<file path="src/rtl/rxr_pkg.sv">
// Shared types and constants for the receive ring frame writer.
package rxr_pkg;
    typedef enum logic [1:0] {
        ST_IDLE = 2'd0,
        ST_DATA = 2'd1,
        ST_PAD  = 2'd2,
        ST_HDR  = 2'd3
    } rxr_state_e;

    localparam logic [7:0] RX_STAT_OK  = 8'h01;
    localparam int         GROUP_BIT   = 5;
    localparam int         MIN_FRAME   = 60;
    localparam int         HDR_BYTES   = 4;
    localparam int         CRC_BYTES   = 4;
    localparam int         MAX_FRAME   = 1514;
    localparam int         NEED_BYTES  = MAX_FRAME + CRC_BYTES;
endpackage

</file>
<file path="src/rtl/rxr_space_chk.sv">
// Free-space check for the receive ring.
// Works out how many bytes lie between the current page and the boundary
// page, going round the ring, and reports whether a maximum-size frame fits.
// Assumes first_pg < last_pg and that cur_pg and bound_pg lie inside the ring.
module rxr_space_chk #(
    parameter int PG_W       = 8,
    parameter int NEED_BYTES = 1518
) (
    input  logic            halt,
    input  logic [PG_W-1:0] first_pg,
    input  logic [PG_W-1:0] last_pg,
    input  logic [PG_W-1:0] bound_pg,
    input  logic [PG_W-1:0] cur_pg,
    output logic            can_accept
);
    localparam int SW = PG_W + 10;
    localparam logic signed [SW-1:0] NEED_S = SW'(NEED_BYTES);

    logic signed [SW-1:0] free_pg;
    logic signed [SW-1:0] free_bytes;

    // Pages free from current up to boundary, round the ring if needed.
    always_comb begin
        if (cur_pg < bound_pg)
            free_pg = $signed(SW'(bound_pg)) - $signed(SW'(cur_pg));
        else
            free_pg = ($signed(SW'(last_pg)) - $signed(SW'(first_pg)))
                    - ($signed(SW'(cur_pg)) - $signed(SW'(bound_pg)));
        free_bytes = free_pg <<< 8;
        can_accept = !halt && (free_bytes >= NEED_S);
    end
endmodule

</file>
<file path="src/rtl/rxr_link_calc.sv">
// Next-page calculation for a stored frame.
// Rounds the stored length plus the checksum allowance up to whole pages,
// adds them to the frame's base page and folds the result back into the ring.
// Assumes the frame is shorter than the ring.
module rxr_link_calc #(
    parameter int PG_W      = 8,
    parameter int LEN_W     = 16,
    parameter int CRC_BYTES = 4
) (
    input  logic [PG_W-1:0]  base_pg,
    input  logic [PG_W-1:0]  first_pg,
    input  logic [PG_W-1:0]  last_pg,
    input  logic [LEN_W-1:0] stored_len,
    output logic [PG_W-1:0]  next_pg
);
    localparam int W = ((LEN_W > PG_W) ? LEN_W : PG_W) + 2;

    logic [W-1:0] span;
    logic [W-1:0] pages;
    logic [W-1:0] raw;

    // Round up to pages, step forward, subtract the ring size on overrun.
    always_comb begin
        span  = W'(stored_len) + W'(CRC_BYTES) + W'(255);
        pages = span >> 8;
        raw   = W'(base_pg) + pages;
        if (raw >= W'(last_pg))
            raw = raw - (W'(last_pg) - W'(first_pg));
        next_pg = raw[PG_W-1:0];
    end
endmodule

</file>
<file path="src/rtl/rxr_wrap_ptr.sv">
// Payload write pointer.
// Holds the address for the next payload byte. It is loaded at frame start
// and moves up by one per step, jumping from the stop page to the start page.
// Assumes first_pg < last_pg.
module rxr_wrap_ptr #(
    parameter int PG_W = 8
) (
    input  logic              clk,
    input  logic              rst_n,
    input  logic              load,
    input  logic [PG_W+7:0]   load_addr,
    input  logic              step,
    input  logic [PG_W-1:0]   first_pg,
    input  logic [PG_W-1:0]   last_pg,
    output logic [PG_W+7:0]   ptr
);
    localparam int ADDR_W = PG_W + 8;

    logic [ADDR_W-1:0] inc;

    // Next address, wrapped at the stop page.
    always_comb begin
        inc = ptr + 1'b1;
        if (inc == {last_pg, 8'h00})
            inc = {first_pg, 8'h00};
    end

    // Pointer register.
    always_ff @(posedge clk) begin
        if (!rst_n)
            ptr <= '0;
        else if (load)
            ptr <= load_addr;
        else if (step)
            ptr <= inc;
    end


    ptr_never_at_stop_chk: assert property (@(posedge clk) disable iff (!rst_n)
        (step && !load && $stable(last_pg)) |=> (ptr != {last_pg, 8'h00}));
endmodule

</file>
<file path="src/rtl/rx_ring_writer.sv">
// Receive ring frame writer (top).
// Takes a byte stream with frame markers and writes the payload, the zero
// padding and then the 4-byte header into a paged ring in external RAM.
// It reports the new current page with a one-cycle receive-OK pulse.
// Assumes one byte per valid cycle and a sane ring configuration that stays
// stable while busy. The caller stops sending while busy.
module rx_ring_writer
    import rxr_pkg::*;
#(
    parameter int PG_W  = 8,
    parameter int LEN_W = 16
) (
    input  logic              clk,
    input  logic              rst_n,
    input  logic              halt,
    input  logic [PG_W-1:0]   first_pg,
    input  logic [PG_W-1:0]   last_pg,
    input  logic [PG_W-1:0]   bound_pg,
    input  logic [PG_W-1:0]   cur_pg,
    input  logic              in_valid,
    input  logic              in_sof,
    input  logic              in_eof,
    input  logic [7:0]        in_data,
    output logic              can_accept,
    output logic              busy,
    output logic              ram_we,
    output logic [PG_W+7:0]   ram_addr,
    output logic [7:0]        ram_wdata,
    output logic [PG_W-1:0]   cur_pg_next,
    output logic              rx_ok
);
    localparam int ADDR_W = PG_W + 8;
    localparam logic [LEN_W-1:0] MIN_L = LEN_W'(MIN_FRAME);
    localparam logic [LEN_W-1:0] HDR_L = LEN_W'(HDR_BYTES);

    rxr_state_e        state;
    logic [LEN_W-1:0]  count;
    logic [LEN_W-1:0]  cnt_inc;
    logic [LEN_W-1:0]  stored_len;
    logic [PG_W-1:0]   base_pg;
    logic              group_hit;
    logic [1:0]        hdr_idx;
    logic [PG_W-1:0]   link_pg;
    logic [ADDR_W-1:0] ptr;
    logic              take_sof;
    logic              ptr_step;
    logic [7:0]        stat_byte;
    logic [7:0]        hdr_byte;

    rxr_space_chk #(.PG_W(PG_W), .NEED_BYTES(NEED_BYTES)) u_space (
        .halt       (halt),
        .first_pg   (first_pg),
        .last_pg    (last_pg),
        .bound_pg   (bound_pg),
        .cur_pg     (cur_pg),
        .can_accept (can_accept)
    );

    rxr_link_calc #(.PG_W(PG_W), .LEN_W(LEN_W), .CRC_BYTES(CRC_BYTES)) u_link (
        .base_pg    (base_pg),
        .first_pg   (first_pg),
        .last_pg    (last_pg),
        .stored_len (stored_len),
        .next_pg    (link_pg)
    );

    rxr_wrap_ptr #(.PG_W(PG_W)) u_ptr (
        .clk       (clk),
        .rst_n     (rst_n),
        .load      (take_sof),
        .load_addr ({cur_pg, 8'(HDR_BYTES + 1)}),
        .step      (ptr_step),
        .first_pg  (first_pg),
        .last_pg   (last_pg),
        .ptr       (ptr)
    );

    // Frame-start acceptance, pointer step and header byte selection.
    always_comb begin
        take_sof   = (state == ST_IDLE) && in_valid && in_sof && can_accept;
        ptr_step   = ((state == ST_DATA) && in_valid) || (state == ST_PAD);
        cnt_inc    = count + 1'b1;
        stored_len = count + HDR_L;
        stat_byte  = RX_STAT_OK;
        stat_byte[GROUP_BIT] = group_hit;
        case (hdr_idx)
            2'd0:    hdr_byte = stat_byte;
            2'd1:    hdr_byte = 8'(link_pg);
            2'd2:    hdr_byte = stored_len[7:0];
            default: hdr_byte = stored_len[15:8];
        endcase
        busy = (state != ST_IDLE);
    end

    // Frame sequencer: payload, padding, then header, then completion.
    always_ff @(posedge clk) begin
        if (!rst_n) begin
            state       <= ST_IDLE;
            count       <= '0;
            base_pg     <= '0;
            group_hit   <= 1'b0;
            hdr_idx     <= 2'd0;
            ram_we      <= 1'b0;
            ram_addr    <= '0;
            ram_wdata   <= '0;
            cur_pg_next <= '0;
            rx_ok       <= 1'b0;
        end else begin
            ram_we <= 1'b0;
            rx_ok  <= 1'b0;
            case (state)
                ST_IDLE: begin
                    if (take_sof) begin
                        ram_we    <= 1'b1;
                        ram_addr  <= {cur_pg, 8'(HDR_BYTES)};
                        ram_wdata <= in_data;
                        base_pg   <= cur_pg;
                        group_hit <= in_data[0];
                        count     <= LEN_W'(1);
                        hdr_idx   <= 2'd0;
                        state     <= in_eof ? ST_PAD : ST_DATA;
                    end
                end
                ST_DATA: begin
                    if (in_valid) begin
                        ram_we    <= 1'b1;
                        ram_addr  <= ptr;
                        ram_wdata <= in_data;
                        count     <= cnt_inc;
                        if (in_eof)
                            state <= (cnt_inc < MIN_L) ? ST_PAD : ST_HDR;
                    end
                end
                ST_PAD: begin
                    ram_we    <= 1'b1;
                    ram_addr  <= ptr;
                    ram_wdata <= 8'h00;
                    count     <= cnt_inc;
                    if (cnt_inc >= MIN_L)
                        state <= ST_HDR;
                end
                default: begin
                    ram_we    <= 1'b1;
                    ram_addr  <= {base_pg, 6'd0, hdr_idx};
                    ram_wdata <= hdr_byte;
                    hdr_idx   <= hdr_idx + 2'd1;
                    if (hdr_idx == 2'd3) begin
                        cur_pg_next <= link_pg;
                        rx_ok       <= 1'b1;
                        state       <= ST_IDLE;
                    end
                end
            endcase
        end
    end


    reject_no_write_chk: assert property (@(posedge clk) disable iff (!rst_n)
        (!busy && in_valid && in_sof && !can_accept) |=> !ram_we);

    ok_single_pulse_chk: assert property (@(posedge clk) disable iff (!rst_n)
        rx_ok |=> !rx_ok);

    ok_with_last_hdr_chk: assert property (@(posedge clk) disable iff (!rst_n)
        rx_ok |-> (ram_we && ram_addr[1:0] == 2'd3 && !busy));

    link_in_ring_chk: assert property (@(posedge clk) disable iff (!rst_n)
        (rx_ok && first_pg < last_pg) |-> (cur_pg_next >= first_pg && cur_pg_next < last_pg));

    busy_after_take_chk: assert property (@(posedge clk) disable iff (!rst_n)
        (!busy && in_valid && in_sof && can_accept) |=> busy);
endmodule

</file>
<file path="config.mk">
export PLATFORM = sky130hd
export DESIGN_NAME = rx_ring_writer
export DESIGN_NICKNAME = d
export VERILOG_FILES = /design/src/rtl/rxr_pkg.sv /design/src/rtl/rxr_space_chk.sv /design/src/rtl/rxr_link_calc.sv /design/src/rtl/rxr_wrap_ptr.sv /design/src/rtl/rx_ring_writer.sv
export SDC_FILE = /design/constraint.sdc
export NUM_CORES = 1
export LEC_CHECK = 0
export ABC_CLOCK_PERIOD_IN_PS = 11300
export BUFFER_PORTS_ARGS = -buffer_cell sky130_fd_sc_hd__buf_4
export CAP_MARGIN = 5
export CORE_MARGIN = 2
export CORE_UTILIZATION = 60
export DETAILED_ROUTE_END_ITERATION = 16
export PLACE_DENSITY = 0.78
export SLEW_MARGIN = 20
export SYNTH_ARGS = -nofsm -noshare
export SYNTH_HDL_FRONTEND = slang
export SYNTH_SLANG_ARGS = --single-unit
</file>
<file path="constraint.sdc">
create_clock -name clk -period 11.3 [get_ports clk]
set_input_delay 2.26 -clock clk [delete_from_list [all_inputs] [get_ports clk]]
set_output_delay 2.26 -clock clk [all_outputs]
set_load 0.05 [all_outputs]
</file>
Word-level counts from Yosys, hierarchy flattened
Cells that the tools add are included.

storage, ports and cells
  register bits = 79
  output and inout bits = 36

operators by class
  $add $sub $neg = 13
  magnitude comparators = 5
  equal/unequal tests = 10
  multiplexer cells = 29
  bitwise gates (word level) = 3
  reduce and logical (&&, ||, !) cells = 23

operator list
  operator               number
  $mux 16                7
  $pmux 16 s3            2
  $pmux 8 s3             2
  $add 16x1->16 const B  2
  $sub 8x8->9            3
  $mux 8                 3
  $add 18x8->18 const B  1
  $ge 18x12->1 const B   1
  $add 16x3->17 const B  1
  $add 16x3->16 const B  1
  $eq 16x16->1           1
  $ge 16x6->1 const B    1
  $lt 16x6->1 const B    1
  $sub 8x8->8            2
  $mux 2                 7
  $add 8x10->11          1
  $ge 11x8->1            1
  $mux 10                1
  $sub 10x10->10         1
  $lt 8x8->1             1
  $reduce_and 2->1       4
  $eq 2x2->1 const B     3
  $ne 2x2->1 const B     3
  $pmux 2 s3             1
  19 further kinds       32

Logic depth before layout (Yosys ltp)
  depth after elaboration = 8
  depth in mapped cells = 27
  gate-level depth less buffers = 25

Cells and area by module
A second synthesis with hierarchy kept.

second synthesis, totals
  cell total of the unflattened synthesis = 1016
  area, all modules = 7847.5 um^2

modules (own cells, without submodules)
  module          times used  cells an instance  area an instance (um^2)  seq. area each (um^2)
  rx_ring_writer  1           451                3582.2                   1261.2
  rxr_space_chk   1           214                1521.5                   0.0
  rxr_wrap_ptr    1           187                1447.6                   320.3
  rxr_link_calc   1           164                1296.2                   0.0

Least setup slack after synthesis
OpenSTA, ideal clock, no wires.

  kind = input port to output port
  from = input bound_pg[1]
  to = output can_accept
  arrival = 5257 ps
  data required time = 9040 ps
  slack = 3783 ps
  stages = 17
  buffers on the path = 1
  cells stage by stage = inv_1 -> ha_1 -> nor2b_1 -> o21ai_0 -> nand2_1 -> a21o_1 -> a21oi_1 -> xor2_1 -> ha_1 -> o21ai_0 -> o21ai_0 -> o21ai_0 -> or4_1 -> nor4_1 -> o211ai_1 -> o211a_1 -> buf_2

between the ends
  longest elaborated chain between the ends = 5
  elaborated cells on any way between the ends = 7
  classes of those cells = 3 x add/sub; 2 x order compare; 1 x mux; 1 x reduce/logical

RTL lines
  what                   RTL line              RTL
  start: declaration     rx_ring_writer.sv:18  input logic [PG_W-1:0] bound_pg,
  $sub 8x8->9            rxr_space_chk.sv:28   - ($signed(SW'(cur_pg)) - $signed(SW'(bound_pg)));
  $sub 10x10->10         rxr_space_chk.sv:28
  $mux 10 (*)            rxr_space_chk.sv:24   if (cur_pg < bound_pg)
  $ge 18x12->1 (*)       rxr_space_chk.sv:30   can_accept = !halt && (free_bytes >= NEED_S);
  $logic_and 1x1->1 (*)  rxr_space_chk.sv:30
  end: declaration       rx_ring_writer.sv:24  output logic can_accept,

Mark *: on every way between the ends. The rest lies on a longest branch, timed or not.

Worst setup path after layout
Ends and elaborated chain as after synthesis.

==> run_results.csv <==
group,metric,value,unit
run_status,status,"finished, final reports clean",
critical_path,required,9.04,ns
clock_network,cts_setup_buffers,0,
power_and_ir_drop,ir_worst_vdd,0.301,mV
synthesis,synth.area.top_cells,"dfxtp_1, ha_1, xnor2_1",
grt,grt_max_degree,61,
critical_path,worstSetupEndpointType,"primary output",
power_and_ir_drop,comb_power_share,0.547,
power_and_ir_drop,leakagePower,3.89,nW
synthesis,ys_types,76,
clock_network,cts_buffer_depth,2,
grt,grt_usage,0.316,
critical_path,arrival,6.09,ns
flow_run,drv_cap,0,
power_and_ir_drop,cellPowerDensity,160,nW/um^2
grt,antenna_found_initial,0,
floorplanning,rows,41,
clock_network,clkTransAtPathRegs,0.07,ns
critical_path,crit_type,"primary input to primary output",
power_and_ir_drop,netSwitchingPower,0.000667,W
clock_network,clock_latency,0.35,ns
synthesis,yosys.area.top_type,"dfxtp_1",
routing,wirelength,22.2,mm
routing,drtPass1Iterations,5,
synthesis,yosysSeqAreaShare,0.201,
timing,timing.hold.ws,0.457,ns
clock_network,cts_repair_resize_count,0,
synthesis,ys_ff_latch,79,
critical_path,critPathLaunchType,"primary input",
synthesis,synthFlopType,"dfxtp_1",
clock_network,cts_tree,"done",
clock_network,hold_buffers,0,
floorplanning,core-area,12700,um^2
timing,fin_crit_sh,0.739,
routing,via_per_inst,6.16,
routing,num_vias,7574,
placed_design,dpl_worst_slack,3.03,ns
synthesis,syn_nets,1142,
power_and_ir_drop,pwr-share-clk,0.204,
synthesis,synthesis.area,7870,um^2
clock_network,clockRootBuffer,"clkbuf_16",
floorplanning,fp.dieH,119,um
timing,setup_viol,0,
finish,drive_above_1_share,0.123,
critical_path,crit_slowest_cell,"or4_1",
floorplanning,initial_core_util,0.619,
critical_path,critPathBufInv,3,
critical_path,worstPathCellList,"buf_4 > inv_1 > ha_1 > nor2b_1 > o21ai_0 > nand2_1 > a21o_1 > a21oi_1 > xor2_1 > ha_1 > o21ai_0 > o21ai_0 > o21ai_0 > or4_1 > nor4_1 > o211ai_1 > o211a_1 > buf_4",
routing,drc,0,
power_and_ir_drop,p_seq_frac,0.248,
clock_network,htree_num_levels,3,
synthesis,synth_cells,1012,
placed_design,hpwl,16.7,mm
timing,finClkSkew,0.00772,ns
finish,nets,1182,
synthesis,synthArstFlopShare,0,
synthesis,yosysTopAreaCellShare,0.201,
timing,min_period,8.35,ns
routing,wl_per_cell,18.0,um
floorplanning,fp.dieW,119,um
finish,diodes,0,
power_and_ir_drop,p_int,0.000745,W
synthesis,yosysWarnings,0,
power_and_ir_drop,switching_share,0.472,
routing,final_antenna_net_count,0,
timing,setup_slack,2.95,ns
floorplanning,ioPinCount,82,
grt,grt_pass1_vias,6771,
critical_path,path_delay_family,"compound AO/OA/AOI/OAI gates",
timing,hold_viol,0,
grt,grt_pass1_wl,35.7,mm
critical_path,worst-path-max-fanout,10,
grt,grt-ovfl-total,0,
critical_path,cpMostUsedCell,"o21ai_0",
synthesis,synth_edf_count,0,
clock_network,cts_made_buffers,9,
clock_network,cts.sinks,79,
timing,setup_tns,0,ns
timing,grt_setup_unrepaired,"no",
placed_design,gp_congestion,0.958,
timing,slew_viol_final,0,
min_path,hold_path_class,"register to register",
finish,fillers,1112,
synthesis,syn_avg_cell_area,7.78,um^2
placed_design,numPortBuffers,81,
floorplanning,die-area,14100,um^2
routing,drtIter0Drc,709,
timing,relSlewSlack,0.301,
critical_path,critPathMaxStageDelay,0.54,ns
timing,max_freq,0.120,GHz
timing,tightestPinTransition,1.05,ns
finish,areaGrowthSynthToFinish,11.9,%
## cells in the final DEF (no fill, tap or decap), types with 15 or more instances in the layout
master	netlist	routed
a21o_1	16	16
a21oi_1	91	90
buf_4	2	88
dfxtp_1	79	79
ha_1	72	71
inv_1	68	68
mux2i_1	28	28
nand2_1	88	88
nand3_1	21	21
nand4b_1	15	15
nor2_1	72	72
nor3_1	25	25
o21ai_0	49	49
xnor2_1	55	55
xor2_1	30	30
## metal layers
layer  global-route usage  routed length [um]  vias up
li1                     -                   -     3714
met1                0.475               10400     3468
met2                0.445                9080      367
met3               0.0796                2360       25
met4               0.0811                 318        0
met5                    0                   0        -
## flip-flops by register name, summed over array words and instances, names as in the netlist, 2 cells and up
signal / count
cur_pg_next: 8
ram_addr: 16
hdr_idx: 2
ram_wdata: 8
base_pg: 8
u_ptr.ptr: 16
state: 2
count: 16
## synthesized netlist by cell type, types with 13 or more instances
| cell type | number |
|---|---|
| mux2i_1 | 28 |
| a21o_1 | 16 |
| xnor2_1 | 55 |
| xor2_1 | 30 |
| nor2b_1 | 13 |
| nor3_1 | 25 |
| a21oi_1 | 91 |
| nand4b_1 | 15 |
| o21ai_0 | 49 |
| nand2_1 | 88 |
| ha_1 | 72 |
| inv_1 | 68 |
| nor2_1 | 72 |
| nand4_1 | 14 |
| dfxtp_1 | 79 |
| nand3_1 | 21 |
| clkbuf_1 | 47 |
## cell families after synthesis
group,synth area share
compound gates,0.235
simple gates,0.211
flops,0.201
mux,0.0385
fa+ha+maj,0.145
xor+xnor,0.105
buf+inv,0.0645
## stage by stage
step / instance area (um^2) / cells / utilization / power [W]
after floorplan: 7870 / 1012 / - / 0.000910
after global placement: 8510 / 1212 / 0.669 / 0.00110
after detailed placement: 8510 / 1212 / 0.669 / 0.00111
after CTS: 8800 / 1228 / 0.691 / 0.00140
after global routing: 8810 / 1229 / 0.692 / 0.00150
final: 8810 / 1229 / 0.692 / 0.00141
## cell type report
cell class              count  area, um^2  area share
multi-input cells         804        5790       0.657
flip-flops and latches     79        1580       0.180
repair buffers             89         674      0.0766
inverters                  69         259      0.0294
clock buffers              10         239      0.0271
well taps                 172         215      0.0244
clock inverters             6        50.0     0.00568
## worst min-delay path: cells and delay by family, from the launching register on
family	cells	cell delay, ns
simple gates	1	0.05
flops	1	0.31
compound gates	1	0.05
## path summary, 6_finish.rpt
kind | start | end | slack, ns | cells past startpoint
max | bound_pg[1] | can_accept | 2.95 | 18
min | ram_addr[7] | ram_addr[7] | 0.46 | 2
max reg2reg | count[4] | ram_wdata[7] | 4.41 | 23
min reg2reg | ram_addr[7] | ram_addr[7] | 0.46 | 2
## power groups by stage
stage,registers [W],clock network [W],logic (W)
6_report,0.000351,0.000289,0.000773
5_1_grt,0.000355,0.000303,0.000840
4_1_cts,0.000349,0.000291,0.000762
3_5_place_dp,0.000354,0,0.000757
3_3_place_gp,0.000354,0,0.000749
2_1_floorplan,0.000418,0,0.000492
No activity file was read; power rests on OpenSTA's default activity.
